==> config.mk <==
export PLATFORM = sky130hd
export DESIGN_NAME = sb_scoreboard
export DESIGN_NICKNAME = d
export VERILOG_FILES = /design/src/rtl/sb_pkg.sv /design/src/rtl/sb_issue_ctrl.sv /design/src/rtl/sb_wb_arbiter.sv /design/src/rtl/sb_scoreboard.sv
export SDC_FILE = /design/constraint.sdc
export NUM_CORES = 1
export LEC_CHECK = 0
export BUFFER_PORTS_ARGS = -buffer_cell sky130_fd_sc_hd__buf_4
export CAP_MARGIN = 20
export CORE_MARGIN = 1.5
export CORE_UTILIZATION = 60
export DETAILED_ROUTE_END_ITERATION = 16
export GPL_ROUTABILITY_DRIVEN = 0
export GPL_TIMING_DRIVEN = 1
export MAX_ROUTING_LAYER = met4
export PLACE_DENSITY = 0.77
export SETUP_SLACK_MARGIN = 0.2
export SYNTH_ARGS = -nofsm -noshare
export SYNTH_HDL_FRONTEND = slang
export SYNTH_SLANG_ARGS = --single-unit
==> constraint.sdc <==
create_clock -name clk -period 3.8 [get_ports clk]
set_clock_uncertainty 0.1 [all_clocks]
set_input_delay 0.19 -clock clk [delete_from_list [all_inputs] [get_ports clk]]
set_output_delay 0.19 -clock clk [all_outputs]
set_load 0.005 [all_outputs]
==> src/rtl/sb_pkg.sv <==
package sb_pkg;
    localparam int SB_NUM_FU  = 4;
    localparam int SB_NUM_REG = 16;
endpackage

==> src/rtl/sb_issue_ctrl.sv <==
module sb_issue_ctrl #(
    parameter int NUM_FU   = sb_pkg::SB_NUM_FU,
    parameter int NUM_REG  = sb_pkg::SB_NUM_REG,
    localparam int REG_W    = $clog2(NUM_REG),
    localparam int FU_SEL_W = $clog2(NUM_FU),
    localparam int TAG_W    = $clog2(NUM_FU + 1)
) (
    input  logic                             iss_valid,
    input  logic [REG_W-1:0]                 iss_dst,
    input  logic [REG_W-1:0]                 iss_src1,
    input  logic [REG_W-1:0]                 iss_src2,
    input  logic [FU_SEL_W-1:0]              iss_fu,
    input  logic [NUM_FU-1:0]                fu_busy,
    input  logic [NUM_REG-1:0][TAG_W-1:0]    rstat,
    input  logic [NUM_FU-1:0]                wr_grant,
    output logic                             iss_stall,
    output logic                             iss_fire,
    output logic [TAG_W-1:0]                 qj_new,
    output logic [TAG_W-1:0]                 qk_new,
    output logic                             rj_new,
    output logic                             rk_new
);
    logic             sel_ok;
    logic [TAG_W-1:0] wtag;
    logic [TAG_W-1:0] q1, q2;

    // A unit count that is not a power of two leaves unused select codes
    if ((1 << FU_SEL_W) == NUM_FU) begin : g_full_sel
        assign sel_ok = 1'b1;
    end else begin : g_part_sel
        assign sel_ok = (32'(iss_fu) < NUM_FU);
    end

    always_comb begin
        wtag = '0;
        for (int u = 0; u < NUM_FU; u++) begin
            if (wr_grant[u]) wtag = TAG_W'(u + 1);
        end
    end

    always_comb begin
        q1     = rstat[iss_src1];
        q2     = rstat[iss_src2];
        // a producer retiring this cycle makes the source ready
        rj_new = (q1 == '0) || (q1 == wtag);
        rk_new = (q2 == '0) || (q2 == wtag);
        qj_new = rj_new ? '0 : q1;
        qk_new = rk_new ? '0 : q2;
        iss_stall = iss_valid &&
                    (!sel_ok || fu_busy[iss_fu] || (rstat[iss_dst] != '0));
        iss_fire  = iss_valid && !iss_stall;
    end
endmodule

==> src/rtl/sb_wb_arbiter.sv <==
module sb_wb_arbiter #(
    parameter int NUM_FU  = sb_pkg::SB_NUM_FU,
    parameter int NUM_REG = sb_pkg::SB_NUM_REG,
    localparam int REG_W   = $clog2(NUM_REG)
) (
    input  logic [NUM_FU-1:0]             fu_busy,
    input  logic [NUM_FU-1:0]             fu_exd,
    input  logic [NUM_FU-1:0]             fu_rj,
    input  logic [NUM_FU-1:0]             fu_rk,
    input  logic [NUM_FU-1:0][REG_W-1:0]  fu_fi,
    input  logic [NUM_FU-1:0][REG_W-1:0]  fu_fj,
    input  logic [NUM_FU-1:0][REG_W-1:0]  fu_fk,
    output logic [NUM_FU-1:0]             wr_grant
);
    logic [NUM_FU-1:0] war;
    logic [NUM_FU-1:0] elig;

    always_comb begin
        for (int u = 0; u < NUM_FU; u++) begin
            war[u] = 1'b0;
            for (int v = 0; v < NUM_FU; v++) begin
                if (v != u && fu_busy[v] &&
                    ((fu_rj[v] && fu_fj[v] == fu_fi[u]) ||
                     (fu_rk[v] && fu_fk[v] == fu_fi[u])))
                    war[u] = 1'b1;
            end
            elig[u] = fu_busy[u] && fu_exd[u] && !war[u];
        end
    end

    // fixed priority: lowest index first
    always_comb begin
        logic taken;
        taken    = 1'b0;
        wr_grant = '0;
        for (int u = 0; u < NUM_FU; u++) begin
            if (elig[u] && !taken) begin
                wr_grant[u] = 1'b1;
                taken       = 1'b1;
            end
        end
    end
endmodule

==> src/rtl/sb_scoreboard.sv <==
module sb_scoreboard #(
    parameter int NUM_FU   = sb_pkg::SB_NUM_FU,
    parameter int NUM_REG  = sb_pkg::SB_NUM_REG,
    localparam int REG_W    = $clog2(NUM_REG),
    localparam int FU_SEL_W = $clog2(NUM_FU),
    localparam int TAG_W    = $clog2(NUM_FU + 1)
) (
    input  logic                 clk,
    input  logic                 rst_n,
    input  logic                 iss_valid,
    input  logic [REG_W-1:0]     iss_dst,
    input  logic [REG_W-1:0]     iss_src1,
    input  logic [REG_W-1:0]     iss_src2,
    input  logic [FU_SEL_W-1:0]  iss_fu,
    input  logic [NUM_FU-1:0]    exec_done,
    output logic                 iss_stall,
    output logic [NUM_FU-1:0]    rd_grant,
    output logic [NUM_FU-1:0]    wr_grant
);
    typedef logic [TAG_W-1:0] tag_t;

    typedef struct packed {
        logic             busy;
        logic [REG_W-1:0] fi;
        logic [REG_W-1:0] fj;
        logic [REG_W-1:0] fk;
        tag_t             qj;
        tag_t             qk;
        logic             rj;
        logic             rk;
        logic             rd_done;
        logic             ex_done;
    } fu_rec_t;

    typedef struct packed {
        fu_rec_t [NUM_FU-1:0] fu;
        tag_t [NUM_REG-1:0]   rstat;
    } sb_state_t;

    sb_state_t s_d, s_q;

    logic [NUM_FU-1:0]            busy_v, exd_v, rj_v, rk_v;
    logic [NUM_FU-1:0][REG_W-1:0] fi_a, fj_a, fk_a;
    logic                         iss_fire;
    tag_t                         qj_new, qk_new;
    logic                         rj_new, rk_new;

    always_comb begin
        for (int u = 0; u < NUM_FU; u++) begin
            busy_v[u] = s_q.fu[u].busy;
            exd_v[u]  = s_q.fu[u].ex_done;
            rj_v[u]   = s_q.fu[u].rj;
            rk_v[u]   = s_q.fu[u].rk;
            fi_a[u]   = s_q.fu[u].fi;
            fj_a[u]   = s_q.fu[u].fj;
            fk_a[u]   = s_q.fu[u].fk;
            rd_grant[u] = s_q.fu[u].busy && !s_q.fu[u].rd_done &&
                          s_q.fu[u].rj && s_q.fu[u].rk;
        end
    end

    sb_issue_ctrl #(.NUM_FU(NUM_FU), .NUM_REG(NUM_REG)) u_issue (
        .iss_valid (iss_valid),
        .iss_dst   (iss_dst),
        .iss_src1  (iss_src1),
        .iss_src2  (iss_src2),
        .iss_fu    (iss_fu),
        .fu_busy   (busy_v),
        .rstat     (s_q.rstat),
        .wr_grant  (wr_grant),
        .iss_stall (iss_stall),
        .iss_fire  (iss_fire),
        .qj_new    (qj_new),
        .qk_new    (qk_new),
        .rj_new    (rj_new),
        .rk_new    (rk_new)
    );

    sb_wb_arbiter #(.NUM_FU(NUM_FU), .NUM_REG(NUM_REG)) u_wb (
        .fu_busy  (busy_v),
        .fu_exd   (exd_v),
        .fu_rj    (rj_v),
        .fu_rk    (rk_v),
        .fu_fi    (fi_a),
        .fu_fj    (fj_a),
        .fu_fk    (fk_a),
        .wr_grant (wr_grant)
    );

    always_comb begin
        s_d = s_q;
        // operand read and execution completion
        for (int u = 0; u < NUM_FU; u++) begin
            if (rd_grant[u]) begin
                s_d.fu[u].rd_done = 1'b1;
                s_d.fu[u].rj      = 1'b0;
                s_d.fu[u].rk      = 1'b0;
            end
            if (exec_done[u] && s_q.fu[u].busy && s_q.fu[u].rd_done &&
                !s_q.fu[u].ex_done)
                s_d.fu[u].ex_done = 1'b1;
        end
        // result write: free unit, clear pending entry, wake waiters
        for (int w = 0; w < NUM_FU; w++) begin
            if (wr_grant[w]) begin
                s_d.fu[w] = '0;
                s_d.rstat[s_q.fu[w].fi] = '0;
                for (int v = 0; v < NUM_FU; v++) begin
                    if (s_q.fu[v].qj == tag_t'(w + 1)) begin
                        s_d.fu[v].qj = '0;
                        s_d.fu[v].rj = 1'b1;
                    end
                    if (s_q.fu[v].qk == tag_t'(w + 1)) begin
                        s_d.fu[v].qk = '0;
                        s_d.fu[v].rk = 1'b1;
                    end
                end
            end
        end
        // issue: load the unit record and claim the destination
        if (iss_fire) begin
            s_d.fu[iss_fu] = '{busy: 1'b1, fi: iss_dst, fj: iss_src1,
                               fk: iss_src2, qj: qj_new, qk: qk_new,
                               rj: rj_new, rk: rk_new, rd_done: 1'b0,
                               ex_done: 1'b0};
            s_d.rstat[iss_dst] = tag_t'(iss_fu) + tag_t'(1);
        end
    end

    always_ff @(posedge clk) begin
        if (!rst_n) s_q <= '0;
        else        s_q <= s_d;
    end

    // ---------------- assertions ----------------
    assert_wr_onehot_R7: assert property (@(posedge clk) disable iff (!rst_n)
        $onehot0(wr_grant));

    assert_idle_no_stall_R9: assert property (@(posedge clk) disable iff (!rst_n)
        !iss_valid |-> !iss_stall);

    assert_issue_claims_R2: assert property (@(posedge clk) disable iff (!rst_n)
        (iss_valid && !iss_stall) |=> s_q.rstat[$past(iss_dst)] != '0);

    for (genvar g = 0; g < NUM_FU; g++) begin : g_unit_chk
        assert_rd_once_R4: assert property (@(posedge clk) disable iff (!rst_n)
            rd_grant[g] |=> !rd_grant[g]);
        assert_rd_before_wr_R5: assert property (@(posedge clk) disable iff (!rst_n)
            rd_grant[g] |-> !wr_grant[g]);
        assert_free_after_wr_R7: assert property (@(posedge clk) disable iff (!rst_n)
            wr_grant[g] |=> !busy_v[g]);
    end
endmodule

==> results of run 1 <==
## power breakdown
part | switching, mW | internal, mW | leakage (nW) | total [mW]
clock network | 0.694 | 0.871 | 0.263 | 1.57
logic | 0.250 | 0.166 | 2.02 | 0.415
registers | 0.0661 | 1.50 | 1.13 | 1.57
total | 1.01 | 2.54 | 3.41 | 3.55
## layout make-up
class / count / share of cell area
well taps: 180 / 0.0237
repair buffers: 61 / 0.0502
multi-input cells: 756 / 0.563
clock buffers: 20 / 0.0480
clock inverters: 12 / 0.00947
flip-flops and latches: 140 / 0.295
inverters: 27 / 0.0106
## registers in the layout (all words and copies together) (netlist names)
signal  flops
exd_v       4
rj_v        4
busy_v      4
fj_a       16
s_q        76
rk_v        4
fk_a       16
fi_a       16
## cell usage in the layout (no fill, tap or decap), types with 24 or more instances in the layout
cell type,count
dfxtp_1,136
nand2_1,91
xnor2_1,73
nand3_1,65
nor2_1,54
buf_4,53
a21oi_1,46
nor3_1,39
a22o_1,39
o21ai_0,28
mux4_2,27
xor2_1,24
nand4_1,24
inv_1,24
a31oi_1,24
## timing repair
action | in CTS | in global routing
hold endpoints to repair | 11 | 0
gates resized for setup | 0 | 5
endpoints found under the setup margin | 0 | 9
hold buffers | 8 | 0
## worst max-delay path: stages (launching register included)
cell and delay, ps:
dfxtp_1 690, xnor2_1 160, nand3_1 120, nor3_1 50
or4_4 550, a211oi_4 460, nand2_2 200, inv_2 270
buf_4 180
## through the flow
step | setup WS, ps | hold WS (ps)
after floorplan | 1130 | 226
after global placement | 490 | 338
after detailed placement | 366 | 347
after CTS | 265 | 13.7
after global routing | 229 | 30.2
final | 369 | 12.2
## metal layers
layer / vias up / track usage / wire [microns]
li1: 3725 / - / -
met1: 4026 / 0.495 / 10900
met2: 660 / 0.610 / 12900
met3: 170 / 0.109 / 3450
met4: 0 / 0.258 / 1890
met5: - / - / 0
## worst min path at each step
stage / from / end / cells past startpoint
2_1_floorplan: iss_src1[2] / fj_a[2] / 2
3_3_place_gp: exec_done[1] / exd_v[1] / 3
3_5_place_dp: exec_done[1] / exd_v[1] / 3
4_1_cts: exec_done[2] / exd_v[2] / 3
5_1_grt: exec_done[2] / exd_v[2] / 3
6_report: exec_done[2] / exd_v[2] / 3
## cells by family (layout without fill, tap and decap cells)
kind of cell / count (synthesis) / count (layout) / share of synthesized area
buffers and inverters: 94 / 120 / 0.0519
multiplexers: 29 / 29 / 0.0730
AND/OR/NAND/NOR: 368 / 368 / 0.223
adder cells (fa/ha/maj): 4 / 4 / 0.00582
AO/OA/AOI/OAI: 258 / 258 / 0.222
flip-flops: 140 / 140 / 0.326
XOR/XNOR: 97 / 97 / 0.0987
==> flow_summary.toml, run 1 <==
[die]
io_pins = 30
row_count = 43
die_y_microns = 123
die_area_sq_mm = 0.0151
die_w_microns = 123
start_util = 0.618
core-area_sq_mm = 0.0139

[drt]
vias = 8581
postRouteAntennaNets = 0
vias_per_cell = 7.17
wire_per_inst_microns = 24.3
drt_iter0_drc = 1222
firstDrtPassIters = 6
wirelength_microns = 29100
drcViolationCount = 0

[worst_setup_path]
critPathArrivalTime_ps = 3140
crit_type = "reg -> out"
r2r_slack_ps = 410
rr_endpoint = "s_q[99]"
crit_start = "fi_a[11]"
reg2reg_depth = 11
crit_path_max_fanout = 13
required_ps = 3510
startpoint_type = "flop"
rr_startpoint = "fi_a[11]"
cp-end-kind = "output pin"
critPathCapture = "wr_grant[2]"

[global_route]
track_usage = 0.411
grt_pass1_vias = 8079
grt_max_degree = 38
grt_first_pass_wirelength_microns = 44800
antenna_found_initial = 0
overflow = 0

[yosys]
synth.largest_area_cell = "dfxtp_1"
synth_edf_count = 0
syn_area_sq_mm = 0.00861
avgSynthCellArea_sq_um = 8.69
synth_top_cells_by_area = "dfxtp_1 33%, xnor2_1 7.4%, mux4_2 7.1%"
ys_seq_area_frac = 0.326
synth_warnings = 0
ys_types = 73
synth_common_cells = "140 x dfxtp_1, 91 x nand2_1, 73 x xnor2_1, 65 x nand3_1, 54 x nor2_1"
synth_seq_cells = 140
yosysMostFrequentCell = "dfxtp_1"
synth_cells = 990
synth.top_cell.area_share = 0.326
synthFlopType = "dfxtp_1"
async_reset_ff_frac = 0
synth_fp_nets = 1015

[place]
dp_cells = 1156
place_area_sq_mm = 0.00888
io_buffers = 29
dp.final_hpwl_microns = 20400

[cells_and_area]
multi_input_area_sq_mm = 0.00536
seqCellArea_sq_mm = 0.00281
syn2layout_area_growth_pct = 10.6
fill_cells = 1116
final_core_util = 0.683
n_antenna_cell = 0
fin_cells = 1196
final_layout_size_suffix_gt1_frac = 0.136
fin_area_sq_mm = 0.00952
nets = 1028

[power]
p_leak_nw = 3.41
irDropWorstVdd_mv = 0.353
power.density_mw_per_mm2 = 373
finalPower_mw = 3.55

[timing]
drv_slew = 0
grt_setup_unrepaired = "no"
slew-limit-headroom = 0.364
min_period_ps = 3430
hold_violations = 0
tightest_slew_ps = 953
setup_viol = 0
min_period_over_period = 0.903
fin_tns_setup_ps = 0
clock.fmax_mhz = 291

[hold_path]
holdCritPathClass = "in -> reg"

[clock_tree]
cts_tree = "yes"
cts_setup_buffers = 0
cts-root-buf = "clkbuf_16"
clock_sinks = 140
clock_latency_ps = 450
cts_buffer_depth = 2
cts_made_buffers = 17
clkTransAtPathRegs_ps = 60
htree_levels = 4

[outcome]
status = "complete, no violations"

[job]
drv_cap = 0
Note: power is estimated with default switching activity, not from simulation.
==> run 2: changes to the inputs <==
--- a/config.mk
+++ b/config.mk
@@ -7,13 +7,15 @@
 export LEC_CHECK = 0
 export BUFFER_PORTS_ARGS = -buffer_cell sky130_fd_sc_hd__buf_4
 export CAP_MARGIN = 20
+export CELL_PAD_IN_SITES_DETAIL_PLACEMENT = 2
+export CELL_PAD_IN_SITES_GLOBAL_PLACEMENT = 2
 export CORE_MARGIN = 1.5
-export CORE_UTILIZATION = 60
+export CORE_UTILIZATION = 39
 export DETAILED_ROUTE_END_ITERATION = 16
 export GPL_ROUTABILITY_DRIVEN = 0
 export GPL_TIMING_DRIVEN = 1
 export MAX_ROUTING_LAYER = met4
-export PLACE_DENSITY = 0.77
+export PLACE_DENSITY_LB_ADDON = 0.1
 export SETUP_SLACK_MARGIN = 0.2
 export SYNTH_ARGS = -nofsm -noshare
 export SYNTH_HDL_FRONTEND = slang
==> flow_summary.toml, run 2 (same netlist as run 1, synthesis figures left out) <==
[outcome]
status = "complete, no violations"

[timing]
tightest_slew_ps = 760
min_period_over_period = 0.907
grt_setup_unrepaired = "no"
drv_slew = 0
clock.fmax_mhz = 290
setup_viol = 0
min_period_ps = 3440
hold_violations = 0
fin_tns_setup_ps = 0
slew-limit-headroom = 0.493

[drt]
drcViolationCount = 0
vias = 8448
vias_per_cell = 6.47
wirelength_microns = 38000
firstDrtPassIters = 5
drt_iter0_drc = 635
postRouteAntennaNets = 0
wire_per_inst_microns = 29.1

[cells_and_area]
n_antenna_cell = 0
final_core_util = 0.449
fill_cells = 2385
top_register = "s_q"
final_layout_size_suffix_gt1_frac = 0.149
nets = 1038
largest_reg_flops = 76
final_cell_mix = "136 x dfxtp_1, 91 x nand2_1, 73 x xnor2_1"
final_common_cell = "dfxtp_1"
syn2layout_area_growth_pct = 13.4

[power]
power.density_mw_per_mm2 = 386
swShare = 0.292
p_sw_mw = 1.10
seq_power_share = 0.416
power.share.clock = 0.463
p_leak_nw = 3.48
internal_power_mw = 2.67
share_comb_of_total_power = 0.121
irDropWorstVdd_mv = 0.235

[die]
die_y_microns = 152
die_w_microns = 152
row_count = 54
start_util = 0.396
core-area_sq_mm = 0.0218
die_area_sq_mm = 0.0230
io_pins = 30

[worst_setup_path]
required_ps = 3510
rr_startpoint = "fi_a[12]"
cp-end-kind = "output pin"
crit_type = "reg -> out"
rr_endpoint = "s_q[23]"
r2r_slack_ps = 370
startpoint_type = "flop"
crit_path_max_fanout = 13
critPathArrivalTime_ps = 3150
reg2reg_depth = 9

[clock_tree]
cts_made_buffers = 17
cts_tree = "yes"
clock_sinks = 140
htree_levels = 4
cts-root-buf = "clkbuf_16"
clkTransAtPathRegs_ps = 70
cts_buffer_depth = 2
clock_latency_ps = 440

[global_route]
grt_pass1_vias = 9016
overflow = 0
grt_first_pass_wirelength_microns = 57200
grt_max_degree = 34
track_usage = 0.352
antenna_found_initial = 0

[hold_path]
hold_path_end = "fi_a[3]"
worstHoldStart = "iss_dst[3]"
holdPathStages = 3
holdCritPathClass = "in -> reg"

[place]
dp.final_hpwl_microns = 27700
io_buffers = 29

[job]
drv_cap = 0
[run 2: cell count changes in the layout (fill, tap and decap cells not counted), sizes merged, moves of 2 or more]
| cell | change |
|---|---|
| buf | +14 |
| bufinv | +2 |
| clkbuf | -2 |
| clkinv | -3 |
| dlygate4sd3 | -4 |
| inv | +2 |
[run 2: layer usage]
layer	share of wire	track usage	up-vias	wire, microns
met1	0.42	0.421	4356	16100
met3	0.048	0.0641	80	1830
li1	-	-	3752	-
met4	0.038	0.143	0	1440
met2	0.49	0.585	260	18600
met5	0	-	-	0
[run 2: worst max-delay path by stage]
stage | startpoint | end | slack [ps] | cells past startpoint
final | fi_a[9] | wr_grant[2] | 360 | 7
after global routing | fi_a[12] | s_q[1] | 250 | 9
after CTS | fi_a[7] | wr_grant[3] | 260 | 8
after detailed placement | fi_a[4] | s_q[125] | 290 | 10
after global placement | fi_a[4] | s_q[125] | 410 | 10
after floorplan | busy_v[0] | fi_a[9] | 1130 | 9
[run 2: power by group through the flow]
stage	sequential, mW	combinational [mW]	clock (mW)
5_1_grt	1.57	0.484	1.83
4_1_cts	1.57	0.450	1.76
3_5_place_dp	1.60	0.441	0
2_1_floorplan	1.57	0.295	0
6_report	1.57	0.456	1.75
3_3_place_gp	1.60	0.431	0
[run 2: per-stage QoR]
stage	instance area, sq um	setup WS [ps]	power, mW	hold slack [ps]	std cells
2_1_floorplan	8610	1130	1.86	226	990
4_1_cts	9750	261	3.78	4.56	1306
3_3_place_gp	9110	405	2.03	351	1270
3_5_place_dp	9110	291	2.04	372	1270
5_1_grt	9760	247	3.88	18.6	1306
6_report	9760	355	3.77	13.6	1306
[run 2: critical path: stages, from the launching register on]
cell,delay [ps]
dfxtp_1,600
xor2_1,280
nor3_1,120
or4_4,530
a211oi_4,420
nand2_2,250
inv_2,320
buf_4,180
[run 2: cell type report]
class                   instances  area, sq um  share of cell area
multi-input cells             756         5360               0.549
flip-flops and latches        140         2810               0.288
repair buffers                 71          543              0.0556
clock buffers                  18          439              0.0450
well taps                     280          350              0.0359
clock inverters                14          156              0.0160
inverters                      27          101              0.0104
[run 2: what timing repair did]
| item | in CTS | in global routing |
|---|---|---|
| gates resized for setup | 0 | 5 |
| hold endpoints to repair | 4 | 0 |
| buffers inserted | 0 | 0 |
| hold buffers | 4 | 0 |
| setup endpoints to repair | 0 | 31 |
==> run 3: changes to the inputs <==
--- a/config.mk
+++ b/config.mk
@@ -9,6 +9,7 @@
 export CAP_MARGIN = 20
 export CELL_PAD_IN_SITES_DETAIL_PLACEMENT = 2
 export CELL_PAD_IN_SITES_GLOBAL_PLACEMENT = 2
+export CORE_ASPECT_RATIO = 0.7
 export CORE_MARGIN = 1.5
 export CORE_UTILIZATION = 39
 export DETAILED_ROUTE_END_ITERATION = 16
==> flow_summary.toml, run 3 (same netlist as run 1, synthesis figures left out) <==
[outcome]
status = "complete, no violations"

[cells_and_area]
fill_cells = 2391
final_cell_mix = "135 x dfxtp_1, 91 x nand2_1, 77 x buf_4"
largest_reg_flops = 76
nets = 1050
final_core_util = 0.457
final_layout_size_suffix_gt1_frac = 0.158
top_register = "s_q"
final_common_cell = "dfxtp_1"
syn2layout_area_growth_pct = 15.0

[global_route]
antenna_found_initial = 0
grt_first_pass_wirelength_microns = 59900
overflow = 0
track_usage = 0.368
grt_pass1_vias = 8896
grt_max_degree = 38

[timing]
min_period_ps = 3480
tightest_slew_ps = 849
fin_tns_setup_ps = 0
min_period_over_period = 0.916
setup_viol = 0
setup_ws_ps = 320
slew-limit-headroom = 0.432
clock.fmax_mhz = 287
hold_slack_ps = 36.9
drv_slew = 0
grt_setup_unrepaired = "yes"
hold_violations = 0

[hold_path]
holdCritPathClass = "in -> reg"
holdPathStages = 3
worstHoldStart = "iss_src2[3]"
hold_path_end = "fk_a[15]"

[drt]
postRouteAntennaNets = 0
vias = 8841
wire_per_inst_microns = 30.4
drt_iter0_drc = 1063
wirelength_microns = 40200
vias_per_cell = 6.69
firstDrtPassIters = 10
drcViolationCount = 0

[die]
die_w_microns = 181
start_util = 0.397
row_count = 45
io_pins = 30
die_area_sq_mm = 0.0230
core-area_sq_mm = 0.0217
die_y_microns = 127

[clock_tree]
cts_made_buffers = 17
cts_tree = "yes"
cts-root-buf = "clkbuf_16"
clock_latency_ps = 450
htree_levels = 4
clock_sinks = 140
cts_buffer_depth = 2
clkTransAtPathRegs_ps = 60

[worst_setup_path]
rr_endpoint = "fk_a[7]"
reg2reg_depth = 9
cpPeakStageDelay_ps = 630
rr_startpoint = "busy_v[0]"
path_cells = "mux4_2 > nand2b_1 > a221o_1 > nor4b_4 > buf_4 > and2_1 > nor3_2 > buf_4 > a22o_1"
required_ps = 4030
path_buf_inv = 2
slowest_stage = "nor4b_4"
cp.depth = 9
cpMostUsedCell = "buf_4"
cp-end-kind = "flop"
crit_family = "simple AND/OR/NAND/NOR gates"
startpoint_type = "flop"
critPathArrivalTime_ps = 3710
crit_type = "reg -> reg"
r2r_slack_ps = 320
crit_path_max_fanout = 12

[place]
io_buffers = 29
dp.final_hpwl_microns = 29600
pre_cts_ws_ps = 242

[power]
p_leak_nw = 3.57
irDropWorstVdd_mv = 0.308
finalPower_mw = 3.87
power.density_mw_per_mm2 = 391

[job]
drv_cap = 0
-- run 3: cell count changes in the layout (fill, tap and decap cells not counted), moves of 2 or more --
| cell | previous run | this run |
|---|---|---|
| clkinv_2 | 1 | 3 |
| clkbuf_8 | 1 | 5 |
| buf_4 | 67 | 77 |
| dlygate4sd3_1 | 4 | 6 |
| inv_6 | 5 | 0 |
-- run 3: report_power, final --
group / internal, mW / leakage (nW) / switching [mW] / total (mW)
combinational: 0.177 / 2.13 / 0.300 / 0.477
sequential: 1.50 / 1.14 / 0.0691 / 1.57
clock: 1.12 / 0.304 / 0.703 / 1.82
-- run 3: how the worst max path moves through the flow --
stage,end,start
after floorplan,fi_a[9],busy_v[0]
after global placement,rk_v[2],fi_a[8]
after detailed placement,rk_v[2],fi_a[8]
after CTS,s_q[125],fi_a[5]
after global routing,rj_v[2],fi_a[6]
final,fk_a[7],busy_v[0]
-- run 3: metal layers --
| metal | track usage | part of all wire | vias up |
|---|---|---|---|
| met3 | 0.108 | 0.10 | 41 |
| met4 | 0.0880 | 0.012 | 0 |
| met1 | 0.524 | 0.48 | 4605 |
| met5 | - | 0 | - |
| met2 | 0.506 | 0.41 | 433 |
| li1 | - | - | 3762 |
-- run 3: timing repair --
action                                 4_1_cts  5_1_grt
gates resized for setup                      5        1
setup endpoints to repair                    3        2
setup buffers                                2        4
hold buffers                                 6        0
endpoints found under the hold margin       10        0
pin swaps                                    1        1
-- run 3: worst register-to-register path, cell delays in order (launching register included) --
cell and delay, ps:
dfxtp_1 410, mux4_2 590, nand2b_1 220, a221o_1 310, nor4b_4 630, buf_4 250
and2_1 250, nor3_2 140, buf_4 270, a22o_1 210
-- run 3: final cells by class --
cell class,instances,area (sq um),share of cell area
Antenna cell,1,2.50,0.000253
Clock buffer,22,494,0.0499
Clock inverter,10,136,0.0138
Inverter,27,101,0.0102
Multi-Input combinational cell,756,5360,0.542
Sequential cell,140,2810,0.284
Tap cell,282,353,0.0356
Timing Repair Buffer,83,638,0.0645
-- run 3: stage by stage --
step	cell area, sq um	cells
detailed placement	9150	1276
global route	9900	1320
CTS	9860	1316
floorplan	8610	990
global placement	9150	1276
finish	9900	1321
